### config.mk
export PLATFORM = sky130hd
export DESIGN_NAME = ctlword_seq
export DESIGN_NICKNAME = d
export VERILOG_FILES = /design/src/rtl/ctlword_pkg.sv /design/src/rtl/ctlword_enc.sv /design/src/rtl/ctlword_timer.sv /design/src/rtl/ctlword_seq.sv
export SDC_FILE = /design/constraint.sdc
export NUM_CORES = 1
export LEC_CHECK = 0
export ABC_AREA = 1
export BUFFER_PORTS_ARGS = -buffer_cell sky130_fd_sc_hd__buf_2
export CORE_AREA = 2 2 77 98
export CTS_BUF_LIST = sky130_fd_sc_hd__clkbuf_16
export CTS_CLUSTER_DIAMETER = 30
export DETAILED_ROUTE_END_ITERATION = 10
export DIE_AREA = 0 0 79 100
export GPL_TIMING_DRIVEN = 0
export PLACE_DENSITY_LB_ADDON = 0.08
export SYNTH_ARGS = -nofsm -noshare
export SYNTH_HDL_FRONTEND = slang
export SYNTH_SLANG_ARGS = --single-unit
### constraint.sdc
create_clock -name clk -period 1.51 [get_ports clk]
set_input_delay 0.0755 -clock clk [delete_from_list [all_inputs] [get_ports clk]]
set_output_delay 0.0755 -clock clk [all_outputs]
set_load 0.05 [all_outputs]
### src/rtl/ctlword_pkg.sv
package ctlword_pkg;

    localparam int ADDR_W      = 14;
    localparam int SPACE_W     = 4;
    localparam int WORD_W      = 5;
    localparam int DATA_W      = 8;
    localparam int NIB_W       = 4;
    localparam int BUF_BIT     = 12;
    localparam int SEL_WORD    = 7;

    typedef enum logic [1:0] {
        CW_BUF4 = 2'd0,
        CW_BUF8 = 2'd1,
        CW_REG4 = 2'd2,
        CW_REG8 = 2'd3
    } cw_kind_e;

    typedef enum logic [2:0] {
        SQ_IDLE,
        SQ_SEL,
        SQ_SEL_WAIT,
        SQ_ENT,
        SQ_ENT_WAIT,
        SQ_HOME,
        SQ_HOME_WAIT
    } sq_state_e;

    typedef struct packed {
        cw_kind_e              kind;
        logic [SPACE_W-1:0]    space;
        logic [WORD_W-1:0]     word;
        logic [DATA_W-1:0]     data;
        logic                  last;
        logic                  home;
    } cw_entry_t;

    function automatic logic is_buffer(cw_kind_e k);
        return (k == CW_BUF4) || (k == CW_BUF8);
    endfunction

endpackage

### src/rtl/ctlword_enc.sv
module ctlword_enc
    import ctlword_pkg::*;
(
    input  cw_kind_e            kind,
    input  logic [WORD_W-1:0]   word,
    input  logic [DATA_W-1:0]   data,
    output logic [ADDR_W-1:0]   addr
);

    localparam int WIDE_LO = DATA_W;
    localparam int NARROW_LO = NIB_W;

    always_comb begin
        addr = '0;
        case (kind)
            CW_BUF4: begin
                addr[NARROW_LO-1:0]              = data[NIB_W-1:0];
                addr[NARROW_LO +: NIB_W]         = word[NIB_W-1:0];
                addr[BUF_BIT]                    = 1'b1;
            end
            CW_BUF8: begin
                addr[WIDE_LO-1:0]                = data;
                addr[WIDE_LO +: NIB_W]           = word[NIB_W-1:0];
                addr[BUF_BIT]                    = 1'b1;
            end
            CW_REG4: begin
                addr[NARROW_LO-1:0]              = data[NIB_W-1:0];
                addr[NARROW_LO +: NIB_W]         = word[NIB_W-1:0];
            end
            default: begin
                addr[WIDE_LO-1:0]                = data;
                addr[WIDE_LO +: WORD_W]          = word;
            end
        endcase
    end

endmodule

### src/rtl/ctlword_timer.sv
module ctlword_timer #(
    parameter int WAIT_W = 16
) (
    input  logic              clk,
    input  logic              rst_n,
    input  logic              load,
    input  logic [WAIT_W-1:0] load_val,
    output logic              near_end
);

    logic [WAIT_W-1:0] cnt_d, cnt_q;

    always_comb begin
        cnt_d = cnt_q;
        if (load) begin
            cnt_d = load_val;
        end else if (cnt_q != '0) begin
            cnt_d = cnt_q - 1'b1;
        end
    end

    always_ff @(posedge clk) begin
        if (!rst_n) begin
            cnt_q <= '0;
        end else begin
            cnt_q <= cnt_d;
        end
    end

    assign near_end = (cnt_q <= WAIT_W'(1));

endmodule

### src/rtl/ctlword_seq.sv
module ctlword_seq
    import ctlword_pkg::*;
#(
    parameter int WAIT_W   = 16,
    parameter int SEL_WAIT = 4
) (
    input  logic                 clk,
    input  logic                 rst_n,
    input  logic                 in_valid,
    output logic                 in_ready,
    input  logic [1:0]           in_kind,
    input  logic [3:0]           in_space,
    input  logic [4:0]           in_word,
    input  logic [7:0]           in_data,
    input  logic [WAIT_W-1:0]    in_wait,
    input  logic                 in_last,
    input  logic                 in_home,
    output logic                 cmd_stb,
    output logic [13:0]          cmd_addr,
    output logic                 done
);

    localparam logic [WAIT_W-1:0] SEL_SETTLE = WAIT_W'(SEL_WAIT);
    localparam logic [WORD_W-1:0] SEL_NUM    = WORD_W'(SEL_WORD);

    typedef struct packed {
        sq_state_e            st;
        cw_entry_t            ent;
        logic [WAIT_W-1:0]    settle;
        logic [SPACE_W-1:0]   cur_space;
    } seq_t;

    seq_t seq_d, seq_q;

    cw_entry_t           in_ent;
    cw_kind_e            enc_kind;
    logic [WORD_W-1:0]   enc_word;
    logic [DATA_W-1:0]   enc_data;
    logic [ADDR_W-1:0]   enc_addr;
    logic                tmr_load;
    logic [WAIT_W-1:0]   tmr_val;
    logic                tmr_end;
    logic                free;
    logic                stb;
    logic                done_c;

    always_comb begin
        in_ent.kind  = cw_kind_e'(in_kind);
        in_ent.space = in_space;
        in_ent.word  = in_word;
        in_ent.data  = in_data;
        in_ent.last  = in_last;
        in_ent.home  = in_home;
    end

    always_comb begin
        seq_d    = seq_q;
        tmr_load = 1'b0;
        tmr_val  = '0;
        enc_kind = CW_BUF4;
        enc_word = SEL_NUM;
        enc_data = '0;
        free     = 1'b0;
        stb      = 1'b0;
        done_c   = 1'b0;

        case (seq_q.st)
            SQ_IDLE: begin
                free = 1'b1;
            end
            SQ_SEL: begin
                stb             = 1'b1;
                enc_data        = DATA_W'(seq_q.ent.space);
                tmr_load        = 1'b1;
                tmr_val         = SEL_SETTLE;
                seq_d.cur_space = seq_q.ent.space;
                seq_d.st        = SQ_SEL_WAIT;
            end
            SQ_SEL_WAIT: begin
                if (tmr_end) begin
                    seq_d.st = SQ_ENT;
                end
            end
            SQ_ENT: begin
                stb      = 1'b1;
                enc_kind = seq_q.ent.kind;
                enc_word = seq_q.ent.word;
                enc_data = seq_q.ent.data;
                tmr_load = 1'b1;
                tmr_val  = seq_q.settle;
                if (seq_q.ent.kind == CW_BUF4 && seq_q.ent.space == '0 &&
                    seq_q.ent.word[NIB_W-1:0] == SEL_NUM[NIB_W-1:0]) begin
                    seq_d.cur_space = seq_q.ent.data[SPACE_W-1:0];
                end
                seq_d.st = SQ_ENT_WAIT;
            end
            SQ_ENT_WAIT: begin
                if (tmr_end) begin
                    if (seq_q.ent.home) begin
                        seq_d.st = SQ_HOME;
                    end else begin
                        free     = 1'b1;
                        done_c   = seq_q.ent.last;
                        seq_d.st = SQ_IDLE;
                    end
                end
            end
            SQ_HOME: begin
                stb             = 1'b1;
                tmr_load        = 1'b1;
                tmr_val         = SEL_SETTLE;
                seq_d.cur_space = '0;
                seq_d.st        = SQ_HOME_WAIT;
            end
            SQ_HOME_WAIT: begin
                if (tmr_end) begin
                    free     = 1'b1;
                    done_c   = seq_q.ent.last;
                    seq_d.st = SQ_IDLE;
                end
            end
            default: begin
                seq_d.st = SQ_IDLE;
            end
        endcase

        if (free && in_valid) begin
            seq_d.ent    = in_ent;
            seq_d.settle = in_wait;
            if (is_buffer(in_ent.kind) && in_ent.space != seq_q.cur_space) begin
                seq_d.st = SQ_SEL;
            end else begin
                seq_d.st = SQ_ENT;
            end
        end
    end

    always_ff @(posedge clk) begin
        if (!rst_n) begin
            seq_q <= '{st: SQ_IDLE, ent: '0, settle: '0, cur_space: '0};
        end else begin
            seq_q <= seq_d;
        end
    end

    ctlword_enc u_enc (
        .kind (enc_kind),
        .word (enc_word),
        .data (enc_data),
        .addr (enc_addr)
    );

    ctlword_timer #(.WAIT_W(WAIT_W)) u_timer (
        .clk      (clk),
        .rst_n    (rst_n),
        .load     (tmr_load),
        .load_val (tmr_val),
        .near_end (tmr_end)
    );

    assign in_ready = free;
    assign cmd_stb  = stb;
    assign cmd_addr = stb ? enc_addr : '0;
    assign done     = done_c;

endmodule

==> key figures <==
STA
  – Post-Route Setup TNS: -10.22 ns
  – Fin. max-slew vios: 0
  – Fin Hold WS: 0.0537 ns
  – Worst slew pin tran: 0.665 ns
  – RSZ-0062 raised after global routing: yes
  – Final setup vio count: 69
  – Clock skew: 0.00757 ns
  – Fmax: 0.554 GHz
  – Final WS setup: -0.295 ns
  – Fin crit share: 120%
  – Minimum clock period: 1.80 ns
  – Count of final hold-check violations: 0
  – Worst rel slew slack: 55.7%

Route
  – DRT Wirelength: 11.9 mm
  – Met1 wire length: 4.49 mm
  – Vias/cell: 5.39
  – Metal2 WL: 6.39 mm
  – DR pass1 iterations: 5
  – Antenna-violating nets left: 0
  – Initial DRC Count: 211
  – DR top layer: met4
  – DRC errors left: 0
  – Wire per inst: 16.1 microns
  – WL met3: 525 microns
  – Routed via count: 3968

Worst setup path
  – Delay-heaviest family, CP: simple AND/OR/NAND/NOR gates
  – Worst setup EP type: flop
  – Start point of the critical path: u_timer.cnt_q[1]
  – Crit path kind: flop to flop
  – CP Launch Type: flop
  – CP max FO: 8
  – Arr. time, crit path: 2.06 ns
  – Worst path max stage delay: 0.34 ns
  – Req. time, crit path: 1.76 ns
  – FF-to-FF setup slack: -0.29 ns
  – R2r startpoint: u_timer.cnt_q[1]
  – Worst-path cell chain: inv_4 -> ha_4 -> inv_4 -> nand2_2 -> nand2_2 -> nor2_4 -> nand3_4 -> nand2_4 -> buf_12 -> buf_12 -> clkbuf_16 -> a21oi_2 -> nor2_1
  – R2R depth: 13
  – Worst R2R End: seq_q[25]
  – CP max stage cell: dfxtp_2
  – CP bufs+invs: 5

Global routing
  – Remaining global-route overflow: 0
  – Tot GR Track Use: 26.9%
  – First-pass GRT wire length: 16.5 mm
  – Initial antenna violation count: 0
  – Largest net degree at the start of global routing: 11
  – Vias in the first global route: 3588

Finish
  – Commonest non-fill, non-tap cell in the layout: nand2_1
  – Share of cells above drive strength 1: 32.8%
  – P&R area growth vs syn: 48.6%
  – Most frequent cells in the layout: 108 x nand2_1, 76 x inv_1, 68 x nor2_1, 54 x dfxtp_1, 52 x nand3_1
  – Layout Nets: 681
  – Antenna Cells: 0
  – Post-layout util: 73.1%

Clock network
  – CTS Buffer Depth: 2
  – # H-tree levels: 3
  – CTS tree: done
  – Num CTS Buffers: 9
  – Clock Latency Late Sink: 0.33 ns
  – Hold_buf cts: 0
  – Clock slew at reported path FFs: 0.05 ns
  – Root buffer cell: clkbuf_16
  – Clk sinks: 60

Worst hold path
  – Hold path start: in_word[4]
  – Hold-critical path depth: 5
  – Worst Hold Path EP: seq_q[34]
  – Worst min path class: input pin to flop

Floorplanning
  – Ports: 57
  – Site Rows: 35
  – Die extent in x: 79 microns
  – Starting Density: 49.2%
  – Die Height: 100 microns
  – Core ar.: 0.00709 sq mm
  – DIE AREA: 0.00790 sq mm

Logic synthesis
  – Synth Cell Area: 0.00349 sq mm
  – Top cell type's share of synthesized area: 34.4%
  – Syn. warnings: 0
  – Synthesized Nets: 583
  – Leading area contributor after synthesis: dfxtp_1
  – Syn_area_per_cell: 6.45 sq um
  – Yosys reg bits: 60
  – Post-synth cell types: 36
  – Largest cells by area after synthesis: dfxtp_1 34%, nand2_1 12%, inv_1 8.7%
  – Mapped Cells: 541
  – Sequential fraction of the synthesis area: 34.4%

Outcome
  – Failing checks: negative setup slack
  – Outcome: complete, but fails checks

Place
  – DP HPWL: 6.79 mm
  – RePlAce Congestion: 0.863
  – Number of port buffers: 53
  – Pre-CTS setup slack: -0.273 ns

Flow run
  – # Max-Cap Violations: 0

Power and ir drop
  – Worst vdd ir: 1.00 mV
  – Power per cell area: 1650 mW/mm^2
  – P_leak: 2.46 nW
  – Final Power: 8.55 mW
[worst max path at each step]
stage | cells past startpoint | endpoint
2_1_floorplan | 5 | cmd_addr[6]
3_3_place_gp | 12 | seq_q[25]
3_5_place_dp | 12 | seq_q[25]
4_1_cts | 13 | seq_q[24]
5_1_grt | 13 | seq_q[35]
6_report | 13 | seq_q[25]
[synth_stat cells]
master and number:
clkbuf_1 5, nand3_2 1, buf_6 1, o22ai_1 3, xnor2_1 1, a21oi_1 44, nor2_1 81, o21ai_0 8
nand2_4 1, a22oi_1 3, o211ai_1 1, inv_2 4, buf_2 11, a311oi_1 3, nand3_4 1, a21oi_2 20
nor2_2 4, nand4_1 5, nor3_1 1, o21ai_1 1, a31oi_1 1, inv_1 81, buf_8 1, nand2_1 116
a31o_2 2, o21bai_1 1, dfxtp_1 60, nand2_2 2, ha_1 2, nor2_4 2, xor2_1 3, nand3_1 60
conb_1 1, buf_1 4, buf_12 2, buf_4 4
[cells by family after synthesis]
logic type	after synthesis	share of synthesized area, %
compound gates	87	15.7
xor+xnor	4	1.00
fa+ha+maj	2	0.717
buf+inv	113	14.4
flops	60	34.4
other cells	1	0.107
simple gates	274	33.7
[layout make-up]
class | instances | area, sq um
flip-flops and latches | 60 | 1220
multi-input cells | 368 | 2130
inverters | 85 | 352
plain buffers | 27 | 265
repair buffers | 88 | 777
clock buffers | 9 | 225
clock inverters | 7 | 106
fillers | 569 | 1910
well taps | 92 | 115
[stage by stage]
step	cells	area (sq um)
after CTS	720	4770
after global placement	686	3990
after detailed placement	686	3990
final	736	5190
after global routing	736	5190
after floorplan	541	3610
[power by group]
group,internal [mW],leakage (nW),switching (mW)
Clock,1.59,0.166,0.733
Combinational,1.68,1.79,2.30
Sequential,1.92,0.499,0.327
Total,5.19,2.46,3.36
[metal layers]
| metal | track usage, % | vias to the layer above |
|---|---|---|
| li1 | - | 1912 |
| met1 | 30.1 | 1857 |
| met5 | 0 | - |
| met4 | 11.9 | 0 |
| met2 | 49.3 | 160 |
| met3 | 4.77 | 39 |
[registers in the layout, summed over array words and instances (netlist names)]
register / count
u_timer.cnt_q: 16
seq_q: 44
[tightest hold or removal path, delay by kind of cell]
kind / cells / cell delay [ns]
buffers and inverters: 2 / 0.11
and+or+nand+nor: 3 / 0.16
[timing repair]
action                                  4_1_cts  5_1_grt
gates resized for setup                      87       58
endpoints found under the setup margin       75       72
setup buffers                                16       14
cloned                                        2        4
pin swaps                                     7       27
hold endpoints to repair                      0        0
Power figures use the tool's default switching activity.
